### config.mk
export PLATFORM = sky130hd
export DESIGN_NAME = pf_cand_queue
export DESIGN_NICKNAME = d
export VERILOG_FILES = /design/src/rtl/pf_cand_queue.sv
export SDC_FILE = /design/constraint.sdc
export NUM_CORES = 2
export LEC_CHECK = 0
export ABC_AREA = 1
export BUFFER_PORTS_ARGS = -buffer_cell sky130_fd_sc_hd__buf_2
export CAP_MARGIN = 20
export CELL_PAD_IN_SITES_DETAIL_PLACEMENT = 1
export CELL_PAD_IN_SITES_GLOBAL_PLACEMENT = 1
export CORE_MARGIN = 10
export CORE_UTILIZATION = 48
export CTS_CLUSTER_DIAMETER = 150
export DETAILED_ROUTE_END_ITERATION = 10
export GPL_TIMING_DRIVEN = 0
export PLACE_DENSITY_LB_ADDON = 0.1
export SETUP_SLACK_MARGIN = 0.02
export SLEW_MARGIN = 25
export SYNTH_ARGS = -nofsm -noshare
export SYNTH_HDL_FRONTEND = slang
export SYNTH_SLANG_ARGS = --single-unit
### constraint.sdc
create_clock -name clk -period 21.2 [get_ports clk]
set_input_delay 3.18 -clock clk [delete_from_list [all_inputs] [get_ports clk]]
set_output_delay 3.18 -clock clk [all_outputs]
set_load 0.02 [all_outputs]
### src/rtl/pf_cand_queue.sv
module pf_cand_queue #(
  parameter int ADDR_W    = 32,
  parameter int BLK_BYTES = 64,
  parameter int DEPTH     = 8,
  parameter int TIME_W    = 16,
  parameter int DELAY_W   = 8,
  parameter int CNT_W     = 16
) (
  input  logic              clk,
  input  logic              rst_n,
  input  logic              serial_squash_en,
  input  logic              data_only_en,
  input  logic              miss_valid,
  input  logic [ADDR_W-1:0] miss_addr,
  input  logic [TIME_W-1:0] miss_time,
  input  logic              miss_uncached,
  input  logic              miss_ifetch,
  input  logic              cand_valid,
  output logic              cand_ready,
  input  logic [ADDR_W-1:0] cand_addr,
  input  logic [DELAY_W-1:0] cand_delay,
  output logic              pf_req,
  output logic [ADDR_W-1:0] pf_addr,
  input  logic              pf_take,
  output logic [TIME_W-1:0] head_time,
  output logic [CNT_W-1:0]  cnt_identified,
  output logic [CNT_W-1:0]  cnt_buf_hit,
  output logic [CNT_W-1:0]  cnt_evicted,
  output logic [CNT_W-1:0]  cnt_miss_removed,
  output logic [CNT_W-1:0]  cnt_squashed,
  output logic [CNT_W-1:0]  cnt_issued
);

  localparam int CW = $clog2(DEPTH + 1);
  localparam int IW = (DEPTH > 1) ? $clog2(DEPTH) : 1;
  localparam logic [ADDR_W-1:0] BLK_MASK = ~ADDR_W'(BLK_BYTES - 1);
  localparam logic [CW-1:0] FULL = CW'(DEPTH);

  logic [ADDR_W-1:0] q_addr [DEPTH];
  logic [TIME_W-1:0] q_time [DEPTH];
  logic [ADDR_W-1:0] n_addr [DEPTH];
  logic [TIME_W-1:0] n_time [DEPTH];
  logic [CW-1:0]     count, n_count, sq_num;
  logic [TIME_W-1:0] base_time;

  logic [ADDR_W-1:0] miss_blk, cand_blk;
  logic [TIME_W-1:0] cand_rdy_time;
  logic [DEPTH-1:0]  miss_hit, cand_hit;
  logic [IW-1:0]     miss_idx;
  logic              miss_acc, miss_any, cand_dup, pop, cand_acc, full;

  assign miss_blk      = miss_addr & BLK_MASK;
  assign cand_blk      = cand_addr & BLK_MASK;
  assign cand_rdy_time = base_time + TIME_W'(cand_delay);
  assign miss_acc      = miss_valid & ~miss_uncached & ~(miss_ifetch & data_only_en);
  assign full          = (count == FULL);
  assign pf_req        = (count != '0);
  assign pop           = pf_take & pf_req & ~miss_valid;
  assign cand_ready    = ~miss_valid & ~pop;
  assign cand_acc      = cand_valid & cand_ready;
  assign pf_addr       = pf_req ? q_addr[0] : '0;
  assign head_time     = pf_req ? q_time[0] : '0;

  generate
    for (genvar g = 0; g < DEPTH; g++) begin : g_match
      assign miss_hit[g] = (CW'(g) < count) && (q_addr[g] == miss_blk);
      assign cand_hit[g] = (CW'(g) < count) && (q_addr[g] == cand_blk);
    end
  endgenerate

  assign miss_any = |miss_hit;
  assign cand_dup = |cand_hit;

  always_comb begin
    miss_idx = '0;
    for (int i = 0; i < DEPTH; i++)
      if (miss_hit[i]) miss_idx = IW'(i);
  end

  always_comb begin : next_state
    logic           stop;
    logic [CW-1:0]  keep;
    n_addr  = q_addr;
    n_time  = q_time;
    n_count = count;
    sq_num  = '0;
    stop    = 1'b0;
    keep    = '0;
    if (miss_acc) begin
      if (miss_any) begin
        for (int i = 0; i < DEPTH - 1; i++)
          if (IW'(i) >= miss_idx) begin
            n_addr[i] = q_addr[i+1];
            n_time[i] = q_time[i+1];
          end
        n_count = count - 1'b1;
      end
      if (serial_squash_en) begin
        keep = n_count;
        for (int i = DEPTH - 1; i >= 0; i--)
          if (CW'(i) < n_count && !stop) begin
            if (n_time[i] >= miss_time) keep = CW'(i);
            else stop = 1'b1;
          end
        sq_num  = n_count - keep;
        n_count = keep;
      end
    end else if (pop) begin
      for (int i = 0; i < DEPTH - 1; i++) begin
        n_addr[i] = q_addr[i+1];
        n_time[i] = q_time[i+1];
      end
      n_count = count - 1'b1;
    end else if (cand_acc && !cand_dup) begin
      if (full) begin
        for (int i = 0; i < DEPTH - 1; i++) begin
          n_addr[i] = q_addr[i+1];
          n_time[i] = q_time[i+1];
        end
        n_addr[DEPTH-1] = cand_blk;
        n_time[DEPTH-1] = cand_rdy_time;
      end else begin
        for (int i = 0; i < DEPTH; i++)
          if (CW'(i) == count) begin
            n_addr[i] = cand_blk;
            n_time[i] = cand_rdy_time;
          end
        n_count = count + 1'b1;
      end
    end
  end

  always_ff @(posedge clk) begin
    if (!rst_n) begin
      count     <= '0;
      base_time <= '0;
      for (int i = 0; i < DEPTH; i++) begin
        q_addr[i] <= '0;
        q_time[i] <= '0;
      end
    end else begin
      count  <= n_count;
      q_addr <= n_addr;
      q_time <= n_time;
      if (miss_acc) base_time <= miss_time;
    end
  end

  always_ff @(posedge clk) begin
    if (!rst_n) begin
      cnt_identified   <= '0;
      cnt_buf_hit      <= '0;
      cnt_evicted      <= '0;
      cnt_miss_removed <= '0;
      cnt_squashed     <= '0;
      cnt_issued       <= '0;
    end else begin
      if (cand_acc)                     cnt_identified   <= cnt_identified + 1'b1;
      if (cand_acc && cand_dup)         cnt_buf_hit      <= cnt_buf_hit + 1'b1;
      if (cand_acc && !cand_dup && full) cnt_evicted     <= cnt_evicted + 1'b1;
      if (miss_acc && miss_any)         cnt_miss_removed <= cnt_miss_removed + 1'b1;
      if (miss_acc)                     cnt_squashed     <= cnt_squashed + CNT_W'(sq_num);
      if (pop)                          cnt_issued       <= cnt_issued + 1'b1;
    end
  end

  logic [TIME_W-1:0] tail_time;
  logic              has_dup;
  assign tail_time = pf_req ? q_time[IW'(count - 1'b1)] : '0;

  always_comb begin
    has_dup = 1'b0;
    for (int i = 0; i < DEPTH; i++)
      for (int j = i + 1; j < DEPTH; j++)
        if (CW'(j) < count && q_addr[i] == q_addr[j]) has_dup = 1'b1;
  end

  AST_NO_OVERFLOW: assert property (@(posedge clk) disable iff (!rst_n)
    count <= FULL);
  AST_EVICT_STAYS_FULL: assert property (@(posedge clk) disable iff (!rst_n)
    (cand_acc && !cand_dup && full) |=> (count == FULL) && (cnt_evicted == $past(cnt_evicted) + 1'b1));
  AST_UNIQUE_BLOCKS: assert property (@(posedge clk) disable iff (!rst_n)
    !has_dup);
  AST_IGNORED_MISS: assert property (@(posedge clk) disable iff (!rst_n)
    (miss_valid && !miss_acc) |=> (count == $past(count)) && $stable(base_time));
  AST_ISSUE_COUNT: assert property (@(posedge clk) disable iff (!rst_n)
    (pf_take && !pf_req && !miss_valid) |=> $stable(cnt_issued));
  AST_IDENT_COUNT: assert property (@(posedge clk) disable iff (!rst_n)
    cand_acc |=> cnt_identified == $past(cnt_identified) + 1'b1);
  AST_REQ_DROP: assert property (@(posedge clk) disable iff (!rst_n)
    (pop && count == CW'(1)) |=> !pf_req);
  AST_SQUASH_TAIL: assert property (@(posedge clk) disable iff (!rst_n)
    (miss_acc && serial_squash_en) |=> (!pf_req || tail_time < $past(miss_time)));

endmodule

==> flow_summary.yaml <==
grt:
  grt_start_max_net_pins: 17
  grt_pass1_wl_um: 297000
  track_usage_pct: 49.5
  grt_pass1_vias: 42800
  grt_antenna_before_repair: 32
  grt_overflow: 0
place:
  hpwl_um: 151000
  port_buffers: 205
  pre_cts_ws_ns: 9.01
  place_congestion: 1.18
routing:
  drt-pass1-iter-count: 8
  drc: 0
  viasPerCell: 6.81
  wirelength_um: 211000
  antenna_left: 0
  wl_per_cell_um: 32.9
  drtIter0Drc: 6266
  vias: 43600
clock_tree:
  cts_resized: 0
  cts_hold_buf: 0
  postCtsSetupBuffers: 0
  cts_buffers: 56
  cts.sinks: 458
  cts_tree: "done"
  cts-root-buf: "clkbuf_16"
  clk_path_buf_depth: 3
  clk_pin_slew_ns: 0.07
  htree_num_levels: 2
  clkLatencyLatePin_ns: 0.68
pwr:
  power_density_nw_per_um2: 88.3
  ir_drop_mv: 0.0768
  p_leak_nw: 16.0
  finalPower_w: 0.00334
timing:
  setup_viol: 0
  hold_ws_ns: 0.476
  rsz0062_at_grt: "false"
  tightest_slew_ns: 1.31
  timing.setup.tns_ns: 0
  layout_min_cycle_time_ns: 12.55
  final.setup_skew_ns: 0.0188
  slew_violations: 0
  layout_setup_ws_ns: 8.65
  hold_viol_final: 0
  final.period_utilization_pct: 59.2
  timing.fmax_mhz: 79.7
  max_slew_margin_pct: 12.8
synth:
  synthCells: 5136
  synth-edff-count: 0
  synth.top_cell.area_share_pct: 27.3
  syn_area_um2: 33500
  yosys.area.top_type: "dfxtp_1"
  syn_nets: 5388
  synth-main-ff-cell: "dfxtp_1"
  ys_seq_area_share_pct: 27.3
  ys.warnings.count: 0
  avgSynthCellArea_um2: 6.53
  async_flop_share_pct: 0
  ys_types: 66
  synth_area_leaders: "dfxtp_1 27%, nand2_1 11%, o21ai_0 11%"
  yosys_register_bits: 458
die:
  pin_count: 243
  coreArea_um2: 68900
  rows: 96
  die_w_um: 284
  die_y_um: 284
  die_area_um2: 80900
  initial_core_util_pct: 48.7
critical_path:
  cp_max_fo: 10
  startpoint_type: "input pin"
  end_kind: "register"
  crit_family: "simple AND/OR/NAND/NOR gates"
  cp_num_buf_inv: 9
  arrival_ns: 13.08
  cp_common_cell: "nand2_1"
  cp_slowest_cell: "inv_1"
  cpPeakStageDelay_ns: 0.70
  cp.required_ns: 21.73
  timing_worst_setup_path_type: "in2reg"
cells_and_area:
  syn_to_final_growth_pct: 13.0
  nNetsFinal: 5651
  drive_gt1_share_pct: 9.38
run_status:
  status: "finished, final reports clean"
hold_path:
  hold_class: "reg2reg"
flow_run:
  drv_cap: 0
==> synthesized netlist by cell type (50+ instances only) <==
library cell and n:
nand4_1 74, inv_1 576, nor3_1 61, a22oi_1 128
o21ai_0 726, nor4_1 50, a21oi_1 565, ha_1 152
a31oi_1 52, nand3_1 81, buf_2 63, xnor2_1 111
xor2_1 116, clkbuf_1 184, dfxtp_1 458, nor2_1 287
nand2_1 1011, o22ai_1 80
==> routing by layer <==
| layer | global-route usage (%) | share of wire, % | up-vias |
|---|---|---|---|
| met5 | 1.58 | 0.21 | - |
| met4 | 46.9 | 12 | 34 |
| met3 | 19.8 | 14 | 1357 |
| met2 | 73.5 | 41 | 3653 |
| met1 | 53.0 | 33 | 20600 |
| li1 | - | - | 18000 |
==> power by group <==
part	leakage [nW]	switching, W	total, W	internal (W)
clock network	1.01	0.000467	0.00111	0.000644
registers	3.73	0.000141	0.00110	0.000954
logic	11.3	0.000838	0.00114	0.000299
total	16.0	0.00145	0.00334	0.00190
==> worst paths after layout <==
check	to	start	slack [ns]	cells after the start
setup / recovery	cnt_squashed[15]	miss_addr[12]	8.65	50
hold / removal	q_addr[69]	q_addr[69]	0.48	2
setup reg to reg	cnt_squashed[15]	count[0]	10.60	50
hold reg to reg	q_addr[69]	q_addr[69]	0.48	2
==> through the flow <==
| step | utilization [%] | cell area [um2] | cells |
|---|---|---|---|
| 6_report | 55.0 | 37900 | 6404 |
| 3_5_place_dp | 51.8 | 35700 | 6272 |
| 3_3_place_gp | 51.8 | 35700 | 6272 |
| 4_1_cts | 54.8 | 37800 | 6377 |
| 2_1_floorplan | - | 33500 | 5136 |
| 5_1_grt | 54.9 | 37900 | 6389 |
==> state kept, by name (all words and copies together) (netlist names) <==
signal and count:
count 4, cnt_issued 16, cnt_identified 16, cnt_evicted 16, base_time 16, cnt_miss_removed 16, cnt_buf_hit 16, cnt_squashed 16
q_addr 214, q_time 128
==> cell families (layout without fill, tap and decap cells) <==
logic type	count (synthesis)	count (layout)	share of synthesized area, %
and+or+nand+nor	1657	1657	21.2
xor gates and xnor gates	227	227	5.93
DFF	458	458	27.3
muxes	10	10	0.298
AOI/OAI and AO/OA	1718	1718	28.5
other	0	27	0
buffers and inverters	911	1221	10.9
adders and majority gates	155	155	5.85
==> placed cells by master, fill, tap and decap left out, types with 7 or more instances in the layout <==
cell type	instances
ha_1	152
o22ai_1	80
inv_2	28
nor3b_1	12
nand3_1	81
a21oi_1	564
nand2_2	22
diode_2	27
o21ai_1	13
nand4_1	74
inv_1	576
nor2_2	10
clkinv_2	11
nor3_1	61
o21a_1	19
clkbuf_2	7
o21ai_0	726
o2111ai_1	23
buf_4	32
nor2_1	287
nor4_1	49
o211ai_1	33
bufinv_16	8
a22oi_1	128
a211oi_1	17
mux2i_1	10
xor2_1	116
and3_1	12
nand2_1	1011
clkbuf_1	183
buf_1	14
a31oi_1	52
buf_2	270
xnor2_1	111
dfxtp_1	458
clkbuf_16	56
clkbuf_8	17
o2bb2ai_1	25
==> final cells by class <==
class	count	area, um2
sequential	458	9170
inverter	612	2310
multi-input combinational	3767	20700
buffer	299	1360
clock inverter	27	410
timing repair buffer	205	1030
antenna	27	67.6
tap	931	1160
clock buffer	78	1650
fill	9529	31100
==> tightest hold or removal path: stages, from the launching register on <==
cell and delay [ns]:
dfxtp_1 0.32, nand3_1 0.08, inv_1 0.04
(Power assumes the default switching activity.)
